==> config.mk <==
export PLATFORM = sky130hd
export DESIGN_NAME = cfgb_bridge
export DESIGN_NICKNAME = d
export VERILOG_FILES = /design/src/rtl/cfgb_pkg.sv /design/src/rtl/cfgb_decode.sv /design/src/rtl/cfgb_lane.sv /design/src/rtl/cfgb_irq_route.sv /design/src/rtl/cfgb_bridge.sv
export SDC_FILE = /design/constraint.sdc
export NUM_CORES = 1
export LEC_CHECK = 0
export ABC_AREA = 0
export BUFFER_PORTS_ARGS = -buffer_cell sky130_fd_sc_hd__buf_2
export CORE_ASPECT_RATIO = 1.25
export CORE_MARGIN = 3
export CORE_UTILIZATION = 30
export DETAILED_ROUTE_END_ITERATION = 8
export SYNTH_ARGS = -nofsm -noshare
export SYNTH_HDL_FRONTEND = slang
export SYNTH_SLANG_ARGS = --single-unit
==> constraint.sdc <==
create_clock -name clk -period 1.75 [get_ports clk]
set_clock_uncertainty 0.1 [all_clocks]
set_input_delay 0.35 -clock clk [delete_from_list [all_inputs] [get_ports clk]]
set_output_delay 0.35 -clock clk [all_outputs]
set_load 0.01 [all_outputs]
==> src/rtl/cfgb_pkg.sv <==
`timescale 1ns/1ps
package cfgb_pkg;

   typedef enum logic [1:0] {
      SZ_BYTE = 2'd0,
      SZ_HALF = 2'd1,
      SZ_WORD = 2'd2,
      SZ_RSVD = 2'd3
   } acc_size_e;

   typedef enum logic [1:0] {
      TGT_NONE = 2'd0,
      TGT_AREG = 2'd1,
      TGT_PORT = 2'd2,
      TGT_WIN  = 2'd3
   } tgt_e;

   typedef enum logic [1:0] {
      ST_IDLE = 2'd0,
      ST_WAIT = 2'd1,
      ST_DONE = 2'd2
   } st_e;

   // first byte lane touched by an access of this size at this offset
   function automatic logic [1:0] lane_base(acc_size_e sz, logic [1:0] off);
      case (sz)
         SZ_BYTE: return off;
         SZ_HALF: return {off[1], 1'b0};
         default: return 2'b00;
      endcase
   endfunction

   function automatic logic [31:0] size_mask(acc_size_e sz);
      case (sz)
         SZ_BYTE: return 32'h0000_00FF;
         SZ_HALF: return 32'h0000_FFFF;
         default: return 32'hFFFF_FFFF;
      endcase
   endfunction

   // trims to the access size and reverses byte order within it
   function automatic logic [31:0] reorder(logic [31:0] v, acc_size_e sz);
      case (sz)
         SZ_BYTE: return {24'h0, v[7:0]};
         SZ_HALF: return {16'h0, v[7:0], v[15:8]};
         default: return {v[7:0], v[15:8], v[23:16], v[31:24]};
      endcase
   endfunction

endpackage

==> src/rtl/cfgb_decode.sv <==
`timescale 1ns/1ps
module cfgb_decode
   import cfgb_pkg::*;
#(
   parameter logic [31:0] WIN_BASE = 32'h8080_0000,
   parameter int          WIN_BITS = 22,
   parameter int          SEL_LO   = 11,
   parameter int          SEL_N    = 11,
   parameter logic [31:0] AREG_IO  = 32'h0000_0CF8,
   parameter logic [31:0] PORT_IO  = 32'h0000_0CFC,
   parameter int          CFG_AW   = 24
) (
   input  logic              cpu_io,
   input  logic [31:0]       cpu_addr,
   input  acc_size_e         cpu_size,
   input  logic [CFG_AW-1:2] areg_hi,
   output tgt_e              tgt,
   output logic [CFG_AW-1:0] xaddr
);
   localparam int IW  = $clog2(SEL_N + 1);
   localparam int DAW = SEL_LO + IW;

   logic             win_hit, areg_hit, port_hit;
   logic [SEL_N-1:0] sel;
   logic [SEL_N:0]   below;
   logic [SEL_N-1:0] first;
   logic [IW-1:0]    idx;
   logic [DAW-1:0]   direct;

   assign win_hit  = !cpu_io && (cpu_addr[31:WIN_BITS] == WIN_BASE[31:WIN_BITS]);
   assign areg_hit = cpu_io && (cpu_addr[31:2] == AREG_IO[31:2]);
   assign port_hit = cpu_io && (cpu_addr[31:2] == PORT_IO[31:2]);

   // lowest-set-bit search over the select field, as a prefix chain
   assign sel      = cpu_addr[SEL_LO +: SEL_N];
   assign below[0] = 1'b0;
   for (genvar i = 0; i < SEL_N; i++) begin : g_pri
      assign below[i+1] = below[i] | sel[i];
      assign first[i]   = sel[i] & ~below[i];
   end

   always_comb begin
      idx = IW'(SEL_N);
      for (int i = 0; i < SEL_N; i++) begin
         if (first[i]) idx = IW'(i);
      end
   end

   assign direct = {idx, cpu_addr[SEL_LO-1:0]};

   always_comb begin
      if (win_hit)       tgt = TGT_WIN;
      else if (port_hit) tgt = TGT_PORT;
      else if (areg_hit && (cpu_size == SZ_WORD)) tgt = TGT_AREG;
      else               tgt = TGT_NONE;
   end

   always_comb begin
      if (win_hit) xaddr = CFG_AW'(direct);
      else         xaddr = {areg_hi, cpu_addr[1:0]};
   end

endmodule

==> src/rtl/cfgb_lane.sv <==
`timescale 1ns/1ps
module cfgb_lane
   import cfgb_pkg::*;
(
   input  acc_size_e   w_sz,
   input  logic [1:0]  w_off,
   input  logic        w_swap,
   input  logic [31:0] w_val,
   output logic [3:0]  w_be,
   output logic [31:0] w_bus,
   input  acc_size_e   r_sz,
   input  logic [1:0]  r_off,
   input  logic        r_swap,
   input  logic [31:0] r_bus,
   output logic [31:0] r_val
);
   logic [1:0]  w_base, r_base;
   logic [31:0] w_fit, r_raw;

   always_comb begin
      w_base = lane_base(w_sz, w_off);
      w_fit  = w_swap ? reorder(w_val, w_sz) : (w_val & size_mask(w_sz));
      w_bus  = w_fit << {w_base, 3'b000};
      case (w_sz)
         SZ_BYTE: w_be = 4'b0001 << w_base;
         SZ_HALF: w_be = 4'b0011 << w_base;
         default: w_be = 4'b1111;
      endcase
   end

   always_comb begin
      r_base = lane_base(r_sz, r_off);
      r_raw  = (r_bus >> {r_base, 3'b000}) & size_mask(r_sz);
      r_val  = r_swap ? reorder(r_raw, r_sz) : r_raw;
   end

endmodule

==> src/rtl/cfgb_irq_route.sv <==
`timescale 1ns/1ps
module cfgb_irq_route #(
   parameter int SLOTS = 8,
   parameter int PINS  = 4
) (
   input  logic [SLOTS*PINS-1:0] dev_irq,
   output logic                  line_even,
   output logic                  line_odd
);
   logic [SLOTS*PINS-1:0] to_odd;

   for (genvar s = 0; s < SLOTS; s++) begin : g_slot
      for (genvar p = 0; p < PINS; p++) begin : g_pin
         assign to_odd[s*PINS+p] = ((s + p) % 2) == 1;
      end
   end

   assign line_odd  = |(dev_irq & to_odd);
   assign line_even = |(dev_irq & ~to_odd);

endmodule

==> src/rtl/cfgb_bridge.sv <==
`timescale 1ns/1ps
module cfgb_bridge
   import cfgb_pkg::*;
#(
   parameter logic [31:0] WIN_BASE   = 32'h8080_0000,
   parameter int          WIN_BITS   = 22,
   parameter int          SEL_LO     = 11,
   parameter int          SEL_N      = 11,
   parameter logic [31:0] AREG_IO    = 32'h0000_0CF8,
   parameter logic [31:0] PORT_IO    = 32'h0000_0CFC,
   parameter int          CFG_AW     = 24,
   parameter int          SLOTS      = 8,
   parameter int          PINS       = 4,
   parameter bit          BIG_ENDIAN = 1'b0
) (
   input  logic                  clk,
   input  logic                  rst_n,
   input  logic                  cpu_req,
   input  logic                  cpu_io,
   input  logic                  cpu_we,
   input  logic [31:0]           cpu_addr,
   input  logic [1:0]            cpu_size,
   input  logic [31:0]           cpu_wdata,
   output logic                  cpu_ack,
   output logic [31:0]           cpu_rdata,
   output logic                  cfg_req,
   output logic                  cfg_we,
   output logic [CFG_AW-1:0]     cfg_addr,
   output logic [3:0]            cfg_be,
   output logic [31:0]           cfg_wdata,
   input  logic                  cfg_ack,
   input  logic [31:0]           cfg_rdata,
   input  logic [SLOTS*PINS-1:0] dev_irq,
   output logic                  irq_line9,
   output logic                  irq_line11
);
   localparam int IW = $clog2(SEL_N + 1);

   // elaboration-time parameter checks
   if (SEL_LO + SEL_N > WIN_BITS || WIN_BITS > 31) begin : g_bad_win
      $error("cfgb_bridge: select field does not fit the window");
   end
   if (CFG_AW < SEL_LO + IW || CFG_AW > 32) begin : g_bad_aw
      $error("cfgb_bridge: CFG_AW cannot hold a translated address");
   end
   if (AREG_IO[1:0] != 2'b00 || PORT_IO[1:0] != 2'b00 || AREG_IO == PORT_IO) begin : g_bad_io
      $error("cfgb_bridge: I/O registers must be distinct and word aligned");
   end
   if (WIN_BASE[WIN_BITS-1:0] != '0) begin : g_bad_base
      $error("cfgb_bridge: window base must be aligned to its size");
   end

   acc_size_e         sz;
   tgt_e              tgt;
   logic [CFG_AW-1:0] xaddr;
   logic              win_swap;
   logic [3:0]        w_be;
   logic [31:0]       w_bus, r_val;

   st_e               st;
   logic [31:0]       areg_q, rdata_q;
   logic [CFG_AW-1:0] addr_q;
   logic [3:0]        be_q;
   logic [31:0]       wdata_q;
   logic              we_q, swap_q;
   acc_size_e         sz_q;
   logic [1:0]        off_q;

   assign sz = acc_size_e'(cpu_size);

   cfgb_decode #(
      .WIN_BASE(WIN_BASE), .WIN_BITS(WIN_BITS), .SEL_LO(SEL_LO), .SEL_N(SEL_N),
      .AREG_IO(AREG_IO), .PORT_IO(PORT_IO), .CFG_AW(CFG_AW)
   ) u_decode (
      .cpu_io  (cpu_io),
      .cpu_addr(cpu_addr),
      .cpu_size(sz),
      .areg_hi (areg_q[CFG_AW-1:2]),
      .tgt     (tgt),
      .xaddr   (xaddr)
   );

   // host byte order picks whether the window path reorders data
   if (BIG_ENDIAN) begin : g_big
      assign win_swap = (tgt == TGT_WIN);
   end else begin : g_little
      assign win_swap = 1'b0;
   end

   cfgb_lane u_lane (
      .w_sz  (sz),
      .w_off (cpu_addr[1:0]),
      .w_swap(win_swap),
      .w_val (cpu_wdata),
      .w_be  (w_be),
      .w_bus (w_bus),
      .r_sz  (sz_q),
      .r_off (off_q),
      .r_swap(swap_q),
      .r_bus (cfg_rdata),
      .r_val (r_val)
   );

   cfgb_irq_route #(.SLOTS(SLOTS), .PINS(PINS)) u_irq (
      .dev_irq  (dev_irq),
      .line_even(irq_line9),
      .line_odd (irq_line11)
   );

   always_ff @(posedge clk or negedge rst_n) begin
      if (!rst_n) begin
         st      <= ST_IDLE;
         areg_q  <= '0;
         rdata_q <= '0;
         addr_q  <= '0;
         be_q    <= '0;
         wdata_q <= '0;
         we_q    <= 1'b0;
         swap_q  <= 1'b0;
         sz_q    <= SZ_BYTE;
         off_q   <= 2'b00;
      end else begin
         case (st)
            ST_IDLE: begin
               if (cpu_req) begin
                  sz_q    <= sz;
                  off_q   <= cpu_addr[1:0];
                  swap_q  <= win_swap;
                  we_q    <= cpu_we;
                  addr_q  <= xaddr;
                  be_q    <= w_be;
                  wdata_q <= cpu_we ? w_bus : 32'h0;
                  rdata_q <= '0;
                  case (tgt)
                     TGT_WIN, TGT_PORT: st <= ST_WAIT;
                     TGT_AREG: begin
                        if (cpu_we) areg_q  <= cpu_wdata;
                        else        rdata_q <= areg_q;
                        st <= ST_DONE;
                     end
                     default: st <= ST_DONE;
                  endcase
               end
            end
            ST_WAIT: begin
               if (cfg_ack) begin
                  if (!we_q) rdata_q <= r_val;
                  st <= ST_DONE;
               end
            end
            default: st <= ST_IDLE;
         endcase
      end
   end

   assign cfg_req   = (st == ST_WAIT);
   assign cfg_we    = we_q;
   assign cfg_addr  = addr_q;
   assign cfg_be    = be_q;
   assign cfg_wdata = wdata_q;
   assign cpu_ack   = (st == ST_DONE);
   assign cpu_rdata = rdata_q;

   // request and its fields hold until the target answers
   assert_req_hold_R8: assert property (@(posedge clk) disable iff (!rst_n)
      cfg_req && !cfg_ack |=> cfg_req && $stable(cfg_addr) && $stable(cfg_be)
                              && $stable(cfg_we) && $stable(cfg_wdata));

   // target acknowledge is followed by CPU completion, request dropped
   assert_ack_follows_R8: assert property (@(posedge clk) disable iff (!rst_n)
      cfg_req && cfg_ack |=> cpu_ack && !cfg_req);

   // completion strobe lasts one cycle
   assert_ack_pulse_R8: assert property (@(posedge clk) disable iff (!rst_n)
      cpu_ack |=> !cpu_ack);

   // only legal lane patterns reach the port
   assert_be_legal_R3: assert property (@(posedge clk) disable iff (!rst_n)
      cfg_req |-> (cfg_be inside {4'h1, 4'h2, 4'h4, 4'h8, 4'h3, 4'hC, 4'hF}));

   // no pin asserted means both host lines quiet
   assert_quiet_irq_R10: assert property (@(posedge clk) disable iff (!rst_n)
      (dev_irq == '0) |-> (!irq_line9 && !irq_line11));

endmodule

==> run_results.csv <==
group,metric,value,unit
run_status,status,"finished, violations left",
run_status,violations,"setup timing",
routing,drt_first_pass_iters,5,
clocking,htreeDepth,4,
power_and_ir_drop,ir_worst_vdd,0.8290,mV
critical_path,path_buf_inv,4,
final_layout,area_growth,48.39,%
routing,post_drt_wl_per_cell,18.85,µm
floorplan,rows,58,
clocking,cts_made_buffers,17,
critical_path,critPathSlowestCell,"dfrtp_1",
timing,timing.final.crit_period,1.822,ns
grt,gr-total-overflow,0,
timing,tightest_slew,0.4819,ns
synthesis,synth_ff_type,"dfrtp_1",
clocking,clk_pin_slew_worst_paths,0.05,ns
hold_path,hp-class,"in2reg",
timing,finalSetupViolCount,62,
critical_path,crit_arrival,1.37,ns
placed_design,hpwl,17790,µm
timing,slew_violations,0,
floorplan,core_area,0.02025,mm²
synthesis,synth_nets,765,
critical_path,crit_path_max_incr_delay,0.41,ns
power_and_ir_drop,power.density,883.5,mW/mm²
routing,via_per_inst,4.924,
final_layout,design_area,0.009220,mm²
timing,max_slew_margin,67.75,%
routing,drc,0,
synthesis,yosys_warnings,0,
placed_design,port_buffers,232,
grt,grt.total_usage,19.85,%
routing,wl,22970,µm
floorplan,die_h,166.9,µm
final_layout,nets,1071,
timing,holdWs,0.09069,ns
placed_design,post-place-ws,-0.4471,ns
timing,tns,-1.747,ns
clocking,cts_num_sinks,129,
clocking,insertion_delay,0.41,ns
grt,grt_pass1_wl,34050,µm
clocking,cts_tree,"done",
grt,first_global_vias,5870,
critical_path,critPathTopFamily,"flip-flops",
critical_path,critPathMostFrequentCell,"buf_6",
timing,rsz0062_at_grt,"true",
floorplan,die_area,0.02248,mm²
synthesis,ys_seq_area_share,51.95,%
critical_path,path_cells,"buf_6 > nand2b_4 > inv_2 > buf_6 > buf_6",
synthesis,ys_async_sr_fraction,100.0,%
placed_design,gp_congestion,0.8872,
critical_path,cp.required,1.30,ns
synthesis,synth_edf_count,0,
timing,hold_violations,0,
timing,timing.final.crit_share,104.1,%
critical_path,cp_max_fo,3,
routing,vias,5997,
clocking,cts_buffer_depth,2,
flow_run,cap_viol_max_count,0,
timing,timing.fmax,0.5489,GHz
routing,drt-initial-drc-count,343,
timing,fin_ws,-0.07182,ns
routing,detail-route-antenna-nets,0,
synthesis,avgSynthCellArea,9.878,µm²
power_and_ir_drop,leakage,5.073,nW
clocking,clock-root-buffer,"clkbuf_16",
synthesis,netlist_area,0.006213,mm²
final_layout,fillers,1959,
floorplan,initial_utilization,30.69,%
critical_path,path_class,"reg2out",
grt,grt_antenna_before_repair,2,
grt,grt_max_degree,40,
floorplan,die_x,134.7,µm
floorplan,io_pins,233,
critical_path,critPathLaunchType,"flop",
critical_path,cp-end-kind,"output pin",
final_layout,drive_above_1_share,44.46,%
final_layout,final_cell_mix,"buf_2 (230), nand2_1 (138), dfrtp_1 (129)",
synthesis,synth-seq-cells,129,
final_layout,layout_commonest_cell,"buf_2",
synthesis,synthCells,629,
placed_design,place_area,0.008219,mm²
synthesis,synth_cell_types,50,
==> synthesized netlist by cell type, types with 5 or more instances <==
master | count | area share [%]
dfrtp_1 | 129 | 52
a21oi_1 | 47 | 3.8
nand3_1 | 27 | 2.2
o21ai_1 | 11 | 0.89
and3_1 | 11 | 1.1
o21ai_0 | 47 | 3.8
mux2i_1 | 17 | 2.7
o2111ai_1 | 8 | 1.1
mux2_4 | 30 | 7.2
nor3_1 | 10 | 0.81
nand2b_1 | 5 | 0.50
a21o_1 | 16 | 1.9
nor4_1 | 9 | 0.91
nand2_1 | 147 | 8.9
a22o_1 | 13 | 1.8
o22ai_1 | 9 | 0.91
nor2_1 | 11 | 0.66
clkbuf_1 | 28 | 1.7
==> logic make-up after synthesis <==
kind of cell           after synthesis  share of synthesized area, %
AOI/OAI and AO/OA                  163                         15.93
muxes                               49                         10.35
and+or+nand+nor                    246                         18.79
buffers and inverters               42                         2.980
DFF                                129                         51.95
==> worst paths after layout <==
kind                                from            end  slack, ns  depth (start not counted)
setup / recovery                   st[1]        cfg_req      -0.07                          5
hold / removal             cpu_wdata[27]     areg_q[27]       0.09                          2
min in group asynchronous          rst_n    cfg_addr[3]       0.32                          2
max in group asynchronous          rst_n        sz_q[1]       0.68                          3
setup reg to reg                   st[1]  cpu_rdata[25]      -0.06                         10
hold reg to reg             cfg_addr[21]   cfg_addr[21]       0.36                          2
==> power breakdown <==
group | total (W) | switching [W] | internal [W] | leakage [nW]
Clock | 0.00382 | 0.00130 | 0.00252 | 0.315
Sequential | 0.00317 | 0.0000718 | 0.00310 | 1.76
Combinational | 0.00115 | 0.000652 | 0.000503 | 3.00
==> per-layer routing <==
| layer | part of all wire, % | GRT usage [%] |
|---|---|---|
| met1 | 43 | 26.28 |
| met3 | 6.8 | 3.595 |
| met4 | 1.9 | 5.802 |
| met2 | 49 | 33.14 |
| met5 | 0.048 | 0 |
==> metrics by stage <==
stage          utilization, %  power [W]  instances
2_1_floorplan               -   0.003642        629
3_3_place_gp            40.59   0.004302       1169
3_5_place_dp            40.59   0.004310       1169
4_1_cts                 44.77   0.008182       1211
5_1_grt                 45.54   0.008447       1218
6_report                45.54   0.008146       1218
==> state kept, by name (all words and copies together) (netlist names) <==
register and cells:
st 2, cpu_rdata 32, cfg_wdata 32, areg_q 32
cfg_be 4, sz_q 2, cfg_addr 24, cfg_we 1
==> what timing repair did <==
item,CTS,global route
resized for setup,18,24
endpoints found under the setup margin,85,83
hold endpoints to repair,25,0
hold buffers,1,0
buffers inserted,8,5
pin swaps,2,13
gates cloned,2,1
==> worst register-to-register path, stage by stage (launching register included) <==
cell and delay [ns]:
dfrtp_1 0.41, buf_6 0.13, nand2b_4 0.15, inv_2 0.08, buf_6 0.11, a31oi_4 0.12
buf_12 0.16, buf_16 0.15, nand2_1 0.07, o21ai_0 0.08, a21o_1 0.16
==> layout make-up <==
class	count	area [µm²]	share of cell area [%]
inverters	5	18.77	0.2036
clock inverters	10	156.4	1.696
flip-flops and latches	129	3228	35.01
multi-input cells	458	2938	31.86
clock buffers	21	480.5	5.211
well taps	270	337.8	3.664
repair buffers	324	2058	22.32
diodes	1	2.502	0.02714
Note: power is estimated with default switching activity, not from simulation.
